--- config.mk ---
export PLATFORM = sky130hd
export DESIGN_NAME = tas_monitor
export DESIGN_NICKNAME = d
export VERILOG_FILES = /design/src/rtl/tas_monitor_pkg.sv /design/src/rtl/tas_conflict.sv /design/src/rtl/tas_lock_unit.sv /design/src/rtl/tas_store.sv /design/src/rtl/tas_monitor.sv
export SDC_FILE = /design/constraint.sdc
export NUM_CORES = 1
export LEC_CHECK = 0
export ABC_AREA = 0
export BUFFER_PORTS_ARGS = -buffer_cell sky130_fd_sc_hd__buf_2
export CORE_MARGIN = 2
export CORE_UTILIZATION = 30
export CTS_CLUSTER_DIAMETER = 30
export DETAILED_ROUTE_END_ITERATION = 8
export GPL_TIMING_DRIVEN = 1
export HOLD_SLACK_MARGIN = 0.15
export SYNTH_ARGS = -nofsm -noshare
export SYNTH_HDL_FRONTEND = slang
export SYNTH_SLANG_ARGS = --single-unit
export TNS_END_PERCENT = 30
--- constraint.sdc ---
create_clock -name clk_i -period 3.6 [get_ports clk_i]
set_clock_uncertainty 0.1 [all_clocks]
set_input_delay 0.72 -clock clk_i [delete_from_list [all_inputs] [get_ports clk_i]]
set_output_delay 0.72 -clock clk_i [all_outputs]
set_load 0.02 [all_outputs]
--- src/rtl/tas_monitor_pkg.sv ---
package tas_monitor_pkg;
  localparam int unsigned NPORT = 2;
  localparam int unsigned OPW   = 2;

  typedef enum logic [OPW-1:0] {
    OP_RD  = 2'd0,
    OP_WR  = 2'd1,
    OP_TAS = 2'd2,
    OP_RSV = 2'd3
  } op_e;

  function automatic logic op_modifies(input logic [OPW-1:0] op);
    return (op == OP_WR) || (op == OP_TAS);
  endfunction
endpackage

--- src/rtl/tas_conflict.sv ---
module tas_conflict
  import tas_monitor_pkg::*;
#(
  parameter int unsigned AW = 4
) (
  input  logic [NPORT-1:0]          req_i,
  input  logic [NPORT-1:0][OPW-1:0] op_i,
  input  logic [NPORT-1:0][AW-1:0]  addr_i,
  input  logic [NPORT-1:0]          exec_i,
  input  logic [NPORT-1:0][AW-1:0]  lock_addr_i,
  output logic [NPORT-1:0]          blocked_o
);
  logic [NPORT-1:0] held;
  logic             blk0;
  logic             clash;

  for (genvar p = 0; p < NPORT; p++) begin : g_held
    localparam int unsigned Q = NPORT - 1 - p;
    assign held[p] = exec_i[Q] && (lock_addr_i[Q] == addr_i[p]);
  end

  assign blk0  = exec_i[0] | held[0];
  // port 0 has priority on a same-cycle clash
  assign clash = req_i[0] && !blk0 && (addr_i[0] == addr_i[1]) &&
                 (op_modifies(op_i[0]) || op_modifies(op_i[1]));

  assign blocked_o[0] = blk0;
  assign blocked_o[1] = exec_i[1] | held[1] | clash;
endmodule

--- src/rtl/tas_lock_unit.sv ---
module tas_lock_unit
  import tas_monitor_pkg::*;
#(
  parameter int unsigned AW = 4,
  parameter int unsigned DW = 8
) (
  input  logic           clk_i,
  input  logic           rst_ni,
  input  logic           accept_i,
  input  logic [OPW-1:0] op_i,
  input  logic [AW-1:0]  addr_i,
  input  logic [DW-1:0]  rd_data_i,
  output logic           exec_o,
  output logic [AW-1:0]  lock_addr_o,
  output logic           st_en_o,
  output logic [AW-1:0]  st_addr_o,
  output logic           rsp_valid_o,
  output logic [DW-1:0]  rsp_data_o
);
  logic          exec_q;
  logic [AW-1:0] addr_q;
  logic [DW-1:0] old_q;
  logic          rsp_valid_q;
  logic [DW-1:0] rsp_data_q;
  logic          take_tas;

  assign take_tas = accept_i && (op_i == OP_TAS);

  always_ff @(posedge clk_i or negedge rst_ni) begin
    if (!rst_ni) begin
      exec_q      <= 1'b0;
      addr_q      <= '0;
      old_q       <= '0;
      rsp_valid_q <= 1'b0;
      rsp_data_q  <= '0;
    end else begin
      exec_q <= take_tas;
      if (take_tas) begin
        addr_q <= addr_i;
        old_q  <= rd_data_i;
      end
      if (accept_i && !take_tas) begin
        rsp_valid_q <= 1'b1;
        rsp_data_q  <= rd_data_i;
      end else if (exec_q) begin
        rsp_valid_q <= 1'b1;
        rsp_data_q  <= old_q;
      end else begin
        rsp_valid_q <= 1'b0;
      end
    end
  end

  assign exec_o      = exec_q;
  assign lock_addr_o = addr_q;
  assign st_en_o     = exec_q && (old_q == '0);
  assign st_addr_o   = addr_q;
  assign rsp_valid_o = rsp_valid_q;
  assign rsp_data_o  = rsp_data_q;
endmodule

--- src/rtl/tas_store.sv ---
module tas_store #(
  parameter int unsigned AW = 4,
  parameter int unsigned DW = 8,
  parameter int unsigned NW = 4,
  parameter int unsigned NR = 2
) (
  input  logic                   clk_i,
  input  logic                   rst_ni,
  input  logic [NW-1:0]          we_i,
  input  logic [NW-1:0][AW-1:0]  waddr_i,
  input  logic [NW-1:0][DW-1:0]  wdata_i,
  input  logic [NR-1:0][AW-1:0]  raddr_i,
  output logic [NR-1:0][DW-1:0]  rdata_o
);
  localparam int unsigned DEPTH = 1 << AW;

  logic [DEPTH-1:0][DW-1:0] mem_q;

  always_ff @(posedge clk_i or negedge rst_ni) begin
    if (!rst_ni) begin
      mem_q <= '0;
    end else begin
      for (int w = 0; w < NW; w++) begin
        if (we_i[w]) mem_q[waddr_i[w]] <= wdata_i[w];
      end
    end
  end

  for (genvar r = 0; r < NR; r++) begin : g_rd
    assign rdata_o[r] = mem_q[raddr_i[r]];
  end
endmodule

--- src/rtl/tas_monitor.sv ---
module tas_monitor
  import tas_monitor_pkg::*;
#(
  parameter int unsigned AW = 4,
  parameter int unsigned DW = 8
) (
  input  logic                      clk_i,
  input  logic                      rst_ni,
  input  logic [NPORT-1:0]          req_i,
  input  logic [NPORT-1:0][OPW-1:0] op_i,
  input  logic [NPORT-1:0][AW-1:0]  addr_i,
  input  logic [NPORT-1:0][DW-1:0]  wdata_i,
  output logic [NPORT-1:0]          busy_o,
  output logic [NPORT-1:0]          rsp_valid_o,
  output logic [NPORT-1:0][DW-1:0]  rsp_data_o
);
  localparam int unsigned NW = 2 * NPORT;

  logic [NPORT-1:0]         blocked;
  logic [NPORT-1:0]         accept;
  logic [NPORT-1:0]         exec;
  logic [NPORT-1:0][AW-1:0] lock_addr;
  logic [NPORT-1:0]         st_en;
  logic [NPORT-1:0][AW-1:0] st_addr;
  logic [NPORT-1:0][DW-1:0] rd_data;
  logic [NW-1:0]            we;
  logic [NW-1:0][AW-1:0]    waddr;
  logic [NW-1:0][DW-1:0]    wdata;

  tas_conflict #(.AW(AW)) conflict_i (
    .req_i       (req_i),
    .op_i        (op_i),
    .addr_i      (addr_i),
    .exec_i      (exec),
    .lock_addr_i (lock_addr),
    .blocked_o   (blocked)
  );

  assign accept = req_i & ~blocked;
  assign busy_o = req_i & blocked;

  for (genvar p = 0; p < NPORT; p++) begin : g_port
    tas_lock_unit #(.AW(AW), .DW(DW)) unit_i (
      .clk_i       (clk_i),
      .rst_ni      (rst_ni),
      .accept_i    (accept[p]),
      .op_i        (op_i[p]),
      .addr_i      (addr_i[p]),
      .rd_data_i   (rd_data[p]),
      .exec_o      (exec[p]),
      .lock_addr_o (lock_addr[p]),
      .st_en_o     (st_en[p]),
      .st_addr_o   (st_addr[p]),
      .rsp_valid_o (rsp_valid_o[p]),
      .rsp_data_o  (rsp_data_o[p])
    );
    // plain writes on low slots, conditional stores on high slots
    assign we[p]          = accept[p] && (op_i[p] == OP_WR);
    assign waddr[p]       = addr_i[p];
    assign wdata[p]       = wdata_i[p];
    assign we[NPORT+p]    = st_en[p];
    assign waddr[NPORT+p] = st_addr[p];
    assign wdata[NPORT+p] = DW'(1);
  end

  tas_store #(.AW(AW), .DW(DW), .NW(NW), .NR(NPORT)) store_i (
    .clk_i   (clk_i),
    .rst_ni  (rst_ni),
    .we_i    (we),
    .waddr_i (waddr),
    .wdata_i (wdata),
    .raddr_i (addr_i),
    .rdata_o (rd_data)
  );
endmodule

After elaboration in Yosys (flattened, before gate mapping) --
Index checks and enable logic that the tools add are counted.
Word-level totals: word-level logic and storage cells 106, output and inout bits 20, input port bits 32, flip-flop bits (word level) 172
Cells by class: eq/ne operators 7, reduce and logical (&&, ||, !) cells 27, bitwise logic cells 12, multiplexer cells 26, $lt $le $gt $ge 8
Operators by type and width (count):
- $mux W128 | 4
- $bwmux W128 | 2
- $and A112 B112 Y112 | 2
- $not A112 Y112 | 2
- $demux W8 S4 | 4
- $mux W8 | 10
- $bmux W8 S4 | 2
- $or A16 B16 Y16 | 2
- $lt A4 B5 Y1 const B | 4
- $logic_and A1 B1 Y1 | 17
- $ge A4 B1 Y1 const B | 4
- $logic_not A8 Y1 | 2
- $eq A4 B4 Y1 | 3
- $and A2 B2 Y2 | 2
- $eq A2 B1 Y1 const B | 2
- $eq A2 B2 Y1 const B | 2
- $mux W1 | 4
- $reduce_bool A2 Y1 | 2
- $logic_not A1 Y1 | 3
- $logic_or A1 B1 Y1 | 3
- $or A1 B1 Y1 | 3
- $not A2 Y2 | 1

Logic depth before layout (Yosys ltp) --
Gate-level depths: netlist of the first run.
depth after elaboration 18, mapped depth 10, mapped depth without buffers 8

Modules after synthesis --
A second synthesis of the first run with hierarchy kept.
Unflattened totals: cell total of the unflattened synthesis 1295, area, all modules 12803.5 um^2
Modules (own cells, without submodules):
- tas_store | sequential area each 3203.1 um^2, cells each 1137, instances 1, area an instance 10517.6 um^2
- tas_lock_unit | sequential area each 550.5 um^2, cells each 64, instances 2, area an instance 1022.2 um^2
- tas_conflict | sequential area each 0.0 um^2, cells each 22, instances 1, area an instance 177.7 um^2
- tas_monitor | sequential area each 0.0 um^2, cells each 8, instances 1, area an instance 63.8 um^2

Least setup slack after synthesis of the first run --
OpenSTA, ideal clock, no wires.
path kind input -> output, start in addr_i[2] (netlist name), end out busy_o[1], slack 0.860 ns, arrival 1.920 ns, required time 2.780 ns, buffers on the path 1, stages 6, path through buf_2 > xnor2_2 > nand4_1 > o211ai_4 > o21ai_2 > o21a_1
On the way: cells in the longest elaborated chain, start to end 9, elaborated cells between the ends (all ways) 10, those cells by class eq/ne (2); bitwise (3); reduce/logical (5)
RTL lines:
- start: declaration | line tas_monitor.sv:11 | input logic [NPORT-1:0][AW-1:0] addr_i,
- $eq A4 B4 Y1 | line tas_conflict.sv:19 | assign held[p] = exec_i[Q] && (lock_addr_i[Q] == addr_i[p]);
- $logic_and A1 B1 Y1 | line tas_conflict.sv:19
- $or A1 B1 Y1 | line tas_conflict.sv:22 | assign blk0 = exec_i[0] | held[0];
- $logic_not A1 Y1 | line tas_conflict.sv:24 | assign clash = req_i[0] && !blk0 && (addr_i[0] == addr_i[1]) &&
- $logic_and A1 B1 Y1 | line tas_conflict.sv:24
- $logic_and A1 B1 Y1 * (2 in series) | line tas_conflict.sv:24
- $or A1 B1 Y1 * | line tas_conflict.sv:28 | assign blocked_o[1] = exec_i[1] | held[1] | clash;
- $and A2 B2 Y2 * | line tas_monitor.sv:40 | assign busy_o = req_i & blocked;
- end: declaration | line tas_monitor.sv:13 | output logic [NPORT-1:0] busy_o,
Mark *: on every way between the ends. The rest lies on a longest branch, timed or not.

Worst setup path after layout of the first run --
start in addr_i[1] (netlist name), end out busy_o[1]
Same word-level chain as after synthesis.

==> results of run 1 <==
-- routing by layer --
metal  up-vias  share of wire (%)  global-route usage, %
met5         -              0.035                      0
met4         2                3.9                   8.49
met3        71                7.8                   4.19
met2       417                 46                   29.8
met1      4710                 43                   26.2
li1       4018                  -                      -
-- cell families after synthesis --
| family | after synthesis | share of synthesized area (%) |
|---|---|---|
| xor+xnor | 12 | 0.989 |
| simple gates | 304 | 13.2 |
| flops | 172 | 37.8 |
| buf+inv | 124 | 4.92 |
| compound gates | 209 | 15.9 |
| mux | 222 | 26.7 |
| fa+ha+maj | 4 | 0.440 |
-- synthesized netlist by cell type, drive strengths merged (5+ instances only) --
| library cell | number | area (sq um) |
|---|---|---|
| o211ai | 8 | 109 |
| inv | 35 | 131 |
| a22o | 32 | 280 |
| nor3 | 23 | 215 |
| nor2b | 16 | 100 |
| or3 | 6 | 37.5 |
| o41ai | 12 | 195 |
| nor2 | 168 | 636 |
| nand3 | 8 | 40.0 |
| nand2 | 35 | 131 |
| and2 | 5 | 31.3 |
| o2111ai | 9 | 109 |
| nand4 | 19 | 125 |
| mux4 | 64 | 1440 |
| a21oi | 11 | 55.1 |
| mux2 | 14 | 158 |
| dfrtp | 172 | 4300 |
| o221ai | 8 | 70.1 |
| a211oi | 107 | 803 |
| mux2i | 144 | 1440 |
| buf | 52 | 288 |
| clkbuf | 37 | 141 |
| xnor2 | 7 | 68.8 |
| xor2 | 5 | 43.8 |
-- through the flow --
step                      hold WS, ns  std cells  utilization, %
after detailed placement        0.409       1562            32.6
final                           0.161       1595            34.1
after CTS                       0.188       1594            34.1
after global routing            0.201       1594            34.1
after floorplan                 0.324       1047               -
after global placement          0.388       1562            32.6
-- power groups by stage --
stage	logic, W	registers [W]	clock network, W
after CTS	0.00235	0.00310	0.00187
after global routing	0.00256	0.00319	0.00195
after detailed placement	0.00234	0.00314	0
after floorplan	0.00167	0.00303	0
final	0.00236	0.00312	0.00183
after global placement	0.00229	0.00311	0
-- critical path: stages --
cell,delay [ns]
buf_2,0.21
xnor2_1,0.31
nand4_1,0.22
o211ai_4,0.22
o21ai_2,0.12
o21a_1,0.18
buf_2,0.15
-- path summary, 6_finish.rpt --
check                                                       from                                    endpoint  slack, ns  depth (start not counted)
max                                                    addr_i[1]                                   busy_o[1]       0.65                          7
min                                                       rst_ni                 store_i.mem_q[52]$_DFF_PN0_       0.16                          1
max reg2reg                g_port[1].unit_i.old_q[5]$_DFFE_PN0P_                 store_i.mem_q[40]$_DFF_PN0_       0.89                          6
min reg2reg                g_port[0].unit_i.old_q[1]$_DFFE_PN0P_  g_port[0].unit_i.rsp_data_o[1]$_DFFE_PN0P_       0.42                          2
max in group asynchronous                                 rst_ni                 store_i.mem_q[77]$_DFF_PN0_       2.42                          2
min in group clk_i         g_port[0].unit_i.old_q[1]$_DFFE_PN0P_  g_port[0].unit_i.rsp_data_o[1]$_DFFE_PN0P_       0.42                          2
-- flip-flops by register name (all words and copies together), names as in the netlist --
register                   flops
store_i.mem_q                128
g_port.unit_i.old_q           16
g_port.unit_i.rsp_data_o      16
g_port.unit_i.lock_addr_o      8
g_port.unit_i.exec_o           2
g_port.unit_i.rsp_valid_o      2
-- layout make-up --
type / instances / area (sq um) / share of cell area, %
Sequential cell: 172 / 4300 / 33.7
Inverter: 35 / 131 / 1.03
Multi-Input combinational cell: 751 / 6520 / 51.1
Clock inverter: 14 / 134 / 1.05
Antenna cell: 1 / 2.50 / 0.0196
Timing Repair Buffer: 93 / 614 / 4.81
Tap cell: 511 / 639 / 5.00
Clock buffer: 18 / 429 / 3.36
==> impl_metrics.csv, run 1 <==
group,metric,value,unit
global_routing,overflow,0,
sta,slew_viol_final,0,
layout,nNetsFinal,1106,
global_routing,grt_start_max_net_pins,64,
cts,cts.sinks,172,
global_routing,grt_pass1_wl,56700,microns
floorplanning,initial_core_util,30.4,%
logic_synthesis,synth_area,11400,sq um
sta,rsz0062_at_grt,"false",
layout,fill_cells,3784,
sta,setup_viol,0,
layout,final_layout_size_suffix_gt1_share,23.1,%
global_routing,grt_pass1_vias,8896,
power,p_sw_share,35.4,%
routing,via_per_inst,5.78,
worst_setup_path,critPathMaxFanout,10,
logic_synthesis,avgSynthCellArea,10.9,sq um
logic_synthesis,synth_ff_type,"dfrtp_1",
logic_synthesis,ys_types,61,
sta,tns,0,ns
sta,min_period,2.95,ns
routing,dr.pass1.iters,5,
power,irDropWorstVdd,0.289,mV
cts,cts_tree,"done",
worst_setup_path,critPathCaptureType,"output pin",
floorplanning,rows,71,
cts,numCtsBuffers,17,
logic_synthesis,synth_cells,1047,
layout,mostFrequentLayoutCells,"dfrtp_1, nor2_1, mux2i_1",
floorplanning,core_area,37500,sq um
placement,place.gp.congestion,0.910,
sta,tightest_slew,1.25,ns
routing,wire_per_inst,23.5,microns
logic_synthesis,async_flop_share,100,%
power,p_int,0.00472,W
global_routing,grtUsageTotal,19.4,%
power,p_comb_share,32.3,%
sta,fmax,0.339,GHz
floorplanning,die_h,199,microns
layout,postLayoutCellArea,12800,sq um
worst_setup_path,cp.arrival,2.13,ns
layout,syn_to_final_growth,12.3,%
logic_synthesis,seq_area_frac_synth,37.8,%
power,p_seq_share,42.6,%
status,status,"finished, final reports clean",
layout,mostFrequentLayoutCell,"dfrtp_1",
logic_synthesis,yosysWarnings,0,
cts,post_cts_buffers,0,
floorplanning,dieArea,39500,sq um
worst_setup_path,cp.required,2.78,ns
routing,drtAntennaViolNets,0,
logic_synthesis,syn_nets,1083,
cts,htreeDepth,4,
cts,clkTransAtPathRegs,0.08,ns
placement,dp_hpwl,26000,microns
cts,clkLatencyLatePin,0.44,ns
sta,fin_ws,0.650,ns
routing,totalWireLength,37500,microns
worst_setup_path,startpoint_type,"primary input",
cts,root_buffer,"clkbuf_16",
placement,dp_slack,0.514,ns
placement,dpl_cell_area,12200,sq um
power,p_leak,5.25,nW
logic_synthesis,synth_seq_cells,172,
global_routing,antenna_found_initial,2,
job,cap_violations,0,
power,switchingPower,0.00259,W
routing,num_vias,9218,
sta,relSlewSlack,15.6,%
power,power.total,0.00731,W
power,power_density,572,nW/um^2
placement,io_buffers,51,
floorplanning,ioPinCount,52,
routing,drc,0,
worst_setup_path,crit_type,"in2out",
power,power_frac_clock,25.0,%
cts,ctsHoldBuffers,0,
floorplanning,fp.dieW,199,microns
cts,cts_resized,0,
logic_synthesis,synth_edf_count,0,
cts,clockBufferDepth,2,
routing,dr.first_iter.drc_count,941,
sta,finalHoldViolCount,0,
worst_hold_path,min_path_type,"in2async",
sta,min_period_over_period,82.0,%
No activity file was read; power rests on OpenSTA's default activity.
==> run 2: changes to the inputs <==
clock period = 3.1 ns   (was 3.6 ns; I/O delays follow)
==> impl_metrics.csv, run 2 (synthesis gave the netlist of run 1 again) <==
group,metric,value,unit
routing,dr.pass1.iters,5,
floorplanning,dieArea,39500,sq um
routing,totalWireLength,37800,microns
layout,regMostFlops,"store_i.mem_q",
worst_hold_path,min_path_type,"reg2reg",
layout,mostFrequentLayoutCells,"dfrtp_1, nor2_1, mux2i_1",
sta,fin_ws,0.331,ns
cts,htreeDepth,4,
global_routing,grt_use_met1,27.1,%
layout,nNetsFinal,1127,
power,power_frac_clock,24.8,%
cts,cts.sinks,172,
routing,drtAntennaViolNets,0,
power,p_seq_share,42.9,%
worst_setup_path,cp.required,2.38,ns
placement,numPlacedInstances,1582,
worst_setup_path,r2r-start,"g_port[1].unit_i.lock_addr_o[1]$_DFFE_PN0P_",
floorplanning,ioPinCount,52,
sta,holdWs,0.405,ns
worst_setup_path,critPathSlowestCell,"dfrtp_1",
sta,finalHoldViolCount,0,
routing,num_vias,9294,
routing,dr.first_iter.drc_count,910,
sta,fmax,0.361,GHz
layout,largest_reg_flops,128,
sta,rsz0062_at_grt,"false",
global_routing,grt_use_met3,4.04,%
global_routing,busiest_layer,"met2",
global_routing,grtUsageTotal,19.7,%
worst_setup_path,startpoint_type,"register",
power,irDropWorstVdd,0.403,mV
routing,wire_per_inst,23.4,microns
power,p_leak,5.36,nW
floorplanning,rows,71,
cts,cts_tree,"done",
floorplanning,fp.dieW,199,microns
placement,dp_hpwl,26400,microns
floorplanning,core_area,37500,sq um
routing,via_per_inst,5.75,
power,power_density,660,nW/um^2
worst_hold_path,min_to,"g_port[0].unit_i.rsp_data_o[6]$_DFFE_PN0P_",
global_routing,use_met2,30.4,%
worst_setup_path,crit_start,"g_port[1].unit_i.lock_addr_o[1]$_DFFE_PN0P_",
worst_setup_path,r2r_end,"store_i.mem_q[23]$_DFF_PN0_",
routing,drc,0,
layout,mostFrequentLayoutCell,"dfrtp_1",
sta,tightest_slew,0.756,ns
power,p_sw_share,35.9,%
worst_setup_path,cp_cell_sequence,"xnor2_1 -> nand4_1 -> o211ai_4 -> o21ai_2 -> o21a_1 -> buf_2",
worst_hold_path,hp-start,"g_port[0].unit_i.old_q[6]$_DFFE_PN0P_",
cts,cts_resized,0,
global_routing,overflow,0,
worst_setup_path,rrSetupSlack,0.54,ns
global_routing,antenna_found_initial,3,
floorplanning,die_h,199,microns
placement,io_buffers,51,
job,cap_violations,0,
sta,tns,0,ns
power,switchingPower,0.00307,W
global_routing,grt_start_max_net_pins,70,
sta,min_period_over_period,89.3,%
sta,setup_viol,0,
cts,ctsHoldBuffers,1,
worst_setup_path,rr_worst_depth,6,
power,p_comb_share,32.3,%
cts,clkLatencyLatePin,0.44,ns
cts,clockBufferDepth,2,
global_routing,grt_pass1_wl,58100,microns
worst_setup_path,crit_type,"reg2out",
layout,finalNonFillerCells,1616,
cts,root_buffer,"clkbuf_16",
worst_setup_path,critPathCaptureType,"output pin",
sta,min_period,2.77,ns
worst_setup_path,cp.arrival,2.05,ns
layout,final_layout_size_suffix_gt1_share,24.5,%
worst_hold_path,min_path_cells,2,
worst_setup_path,critPathMaxFanout,6,
placement,place.gp.congestion,0.913,
floorplanning,initial_core_util,30.4,%
cts,clkTransAtPathRegs,0.07,ns
worst_setup_path,slowest_delay,0.44,ns
sta,relSlewSlack,49.6,%
cts,numCtsBuffers,17,
placement,dp_slack,0.242,ns
cts,post_cts_buffers,0,
layout,syn_to_final_growth,13.9,%
power,p_int,0.00548,W
status,status,"finished, final reports clean",
sta,slew_viol_final,0,
global_routing,grt_pass1_vias,9077,
[run 2: cell count changes in the layout (fill, tap and decap cells not counted)]
| cell | before | now |
|---|---|---|
| buf_12 | 3 | 5 |
| clkinv_4 | 2 | 1 |
| clkinv_2 | 2 | 3 |
| clkinvlp_4 | 2 | 3 |
| buf_4 | 39 | 57 |
| inv_6 | 7 | 4 |
| dlygate4sd3_1 | 0 | 1 |
| inv_8 | 0 | 2 |
[run 2: final cells by class]
type	instances	area, sq um
multi-input combinational	751	6520
antenna	1	2.50
clock inverter	14	134
tap	511	639
fill	3763	24500
sequential	172	4300
timing repair buffer	114	800
inverter	35	131
clock buffer	18	429
[run 2: power groups by stage]
stage	Clock [W]	Sequential [W]	Combinational, W
after floorplan	0	0.00351	0.00194
after global placement	0	0.00366	0.00267
final	0.00212	0.00367	0.00276
after CTS	0.00215	0.00365	0.00274
after global routing	0.00225	0.00375	0.00299
after detailed placement	0	0.00368	0.00273
[run 2: worst max-delay path: cells and delay by family (launching register included)]
family / cells / cell delay (ns)
AND/OR/NAND/NOR: 1 / 0.21
XOR/XNOR: 1 / 0.29
buffers and inverters: 1 / 0.15
AO/OA/AOI/OAI: 3 / 0.52
flip-flops: 1 / 0.44
[run 2: layer usage]
metal,vias to the layer above,part of all wire [%]
met2,457,45
met3,90,8.2
met4,4,3.4
met5,-,0.071
li1,4063,-
met1,4680,43
[run 2: worst max path at each step]
stage                                                              to  slack, ns  cells after the start
after floorplan           g_port[0].unit_i.lock_addr_o[2]$_DFFE_PN0P_       0.52                      9
after CTS                                                   busy_o[1]       0.33                      6
after global placement                    store_i.mem_q[51]$_DFF_PN0_       0.27                      7
after detailed placement                  store_i.mem_q[50]$_DFF_PN0_       0.24                      7
after global routing                                        busy_o[1]       0.18                      6
final                                                       busy_o[1]       0.33                      6
[run 2: metrics by stage]
step	utilization (%)	power (W)	cell area [sq um]
finish	34.6	0.00855	13000
global route	34.6	0.00899	13000
CTS	34.6	0.00855	13000
detailed placement	33.0	0.00641	12400
global placement	33.0	0.00633	12400
floorplan	-	0.00545	11400
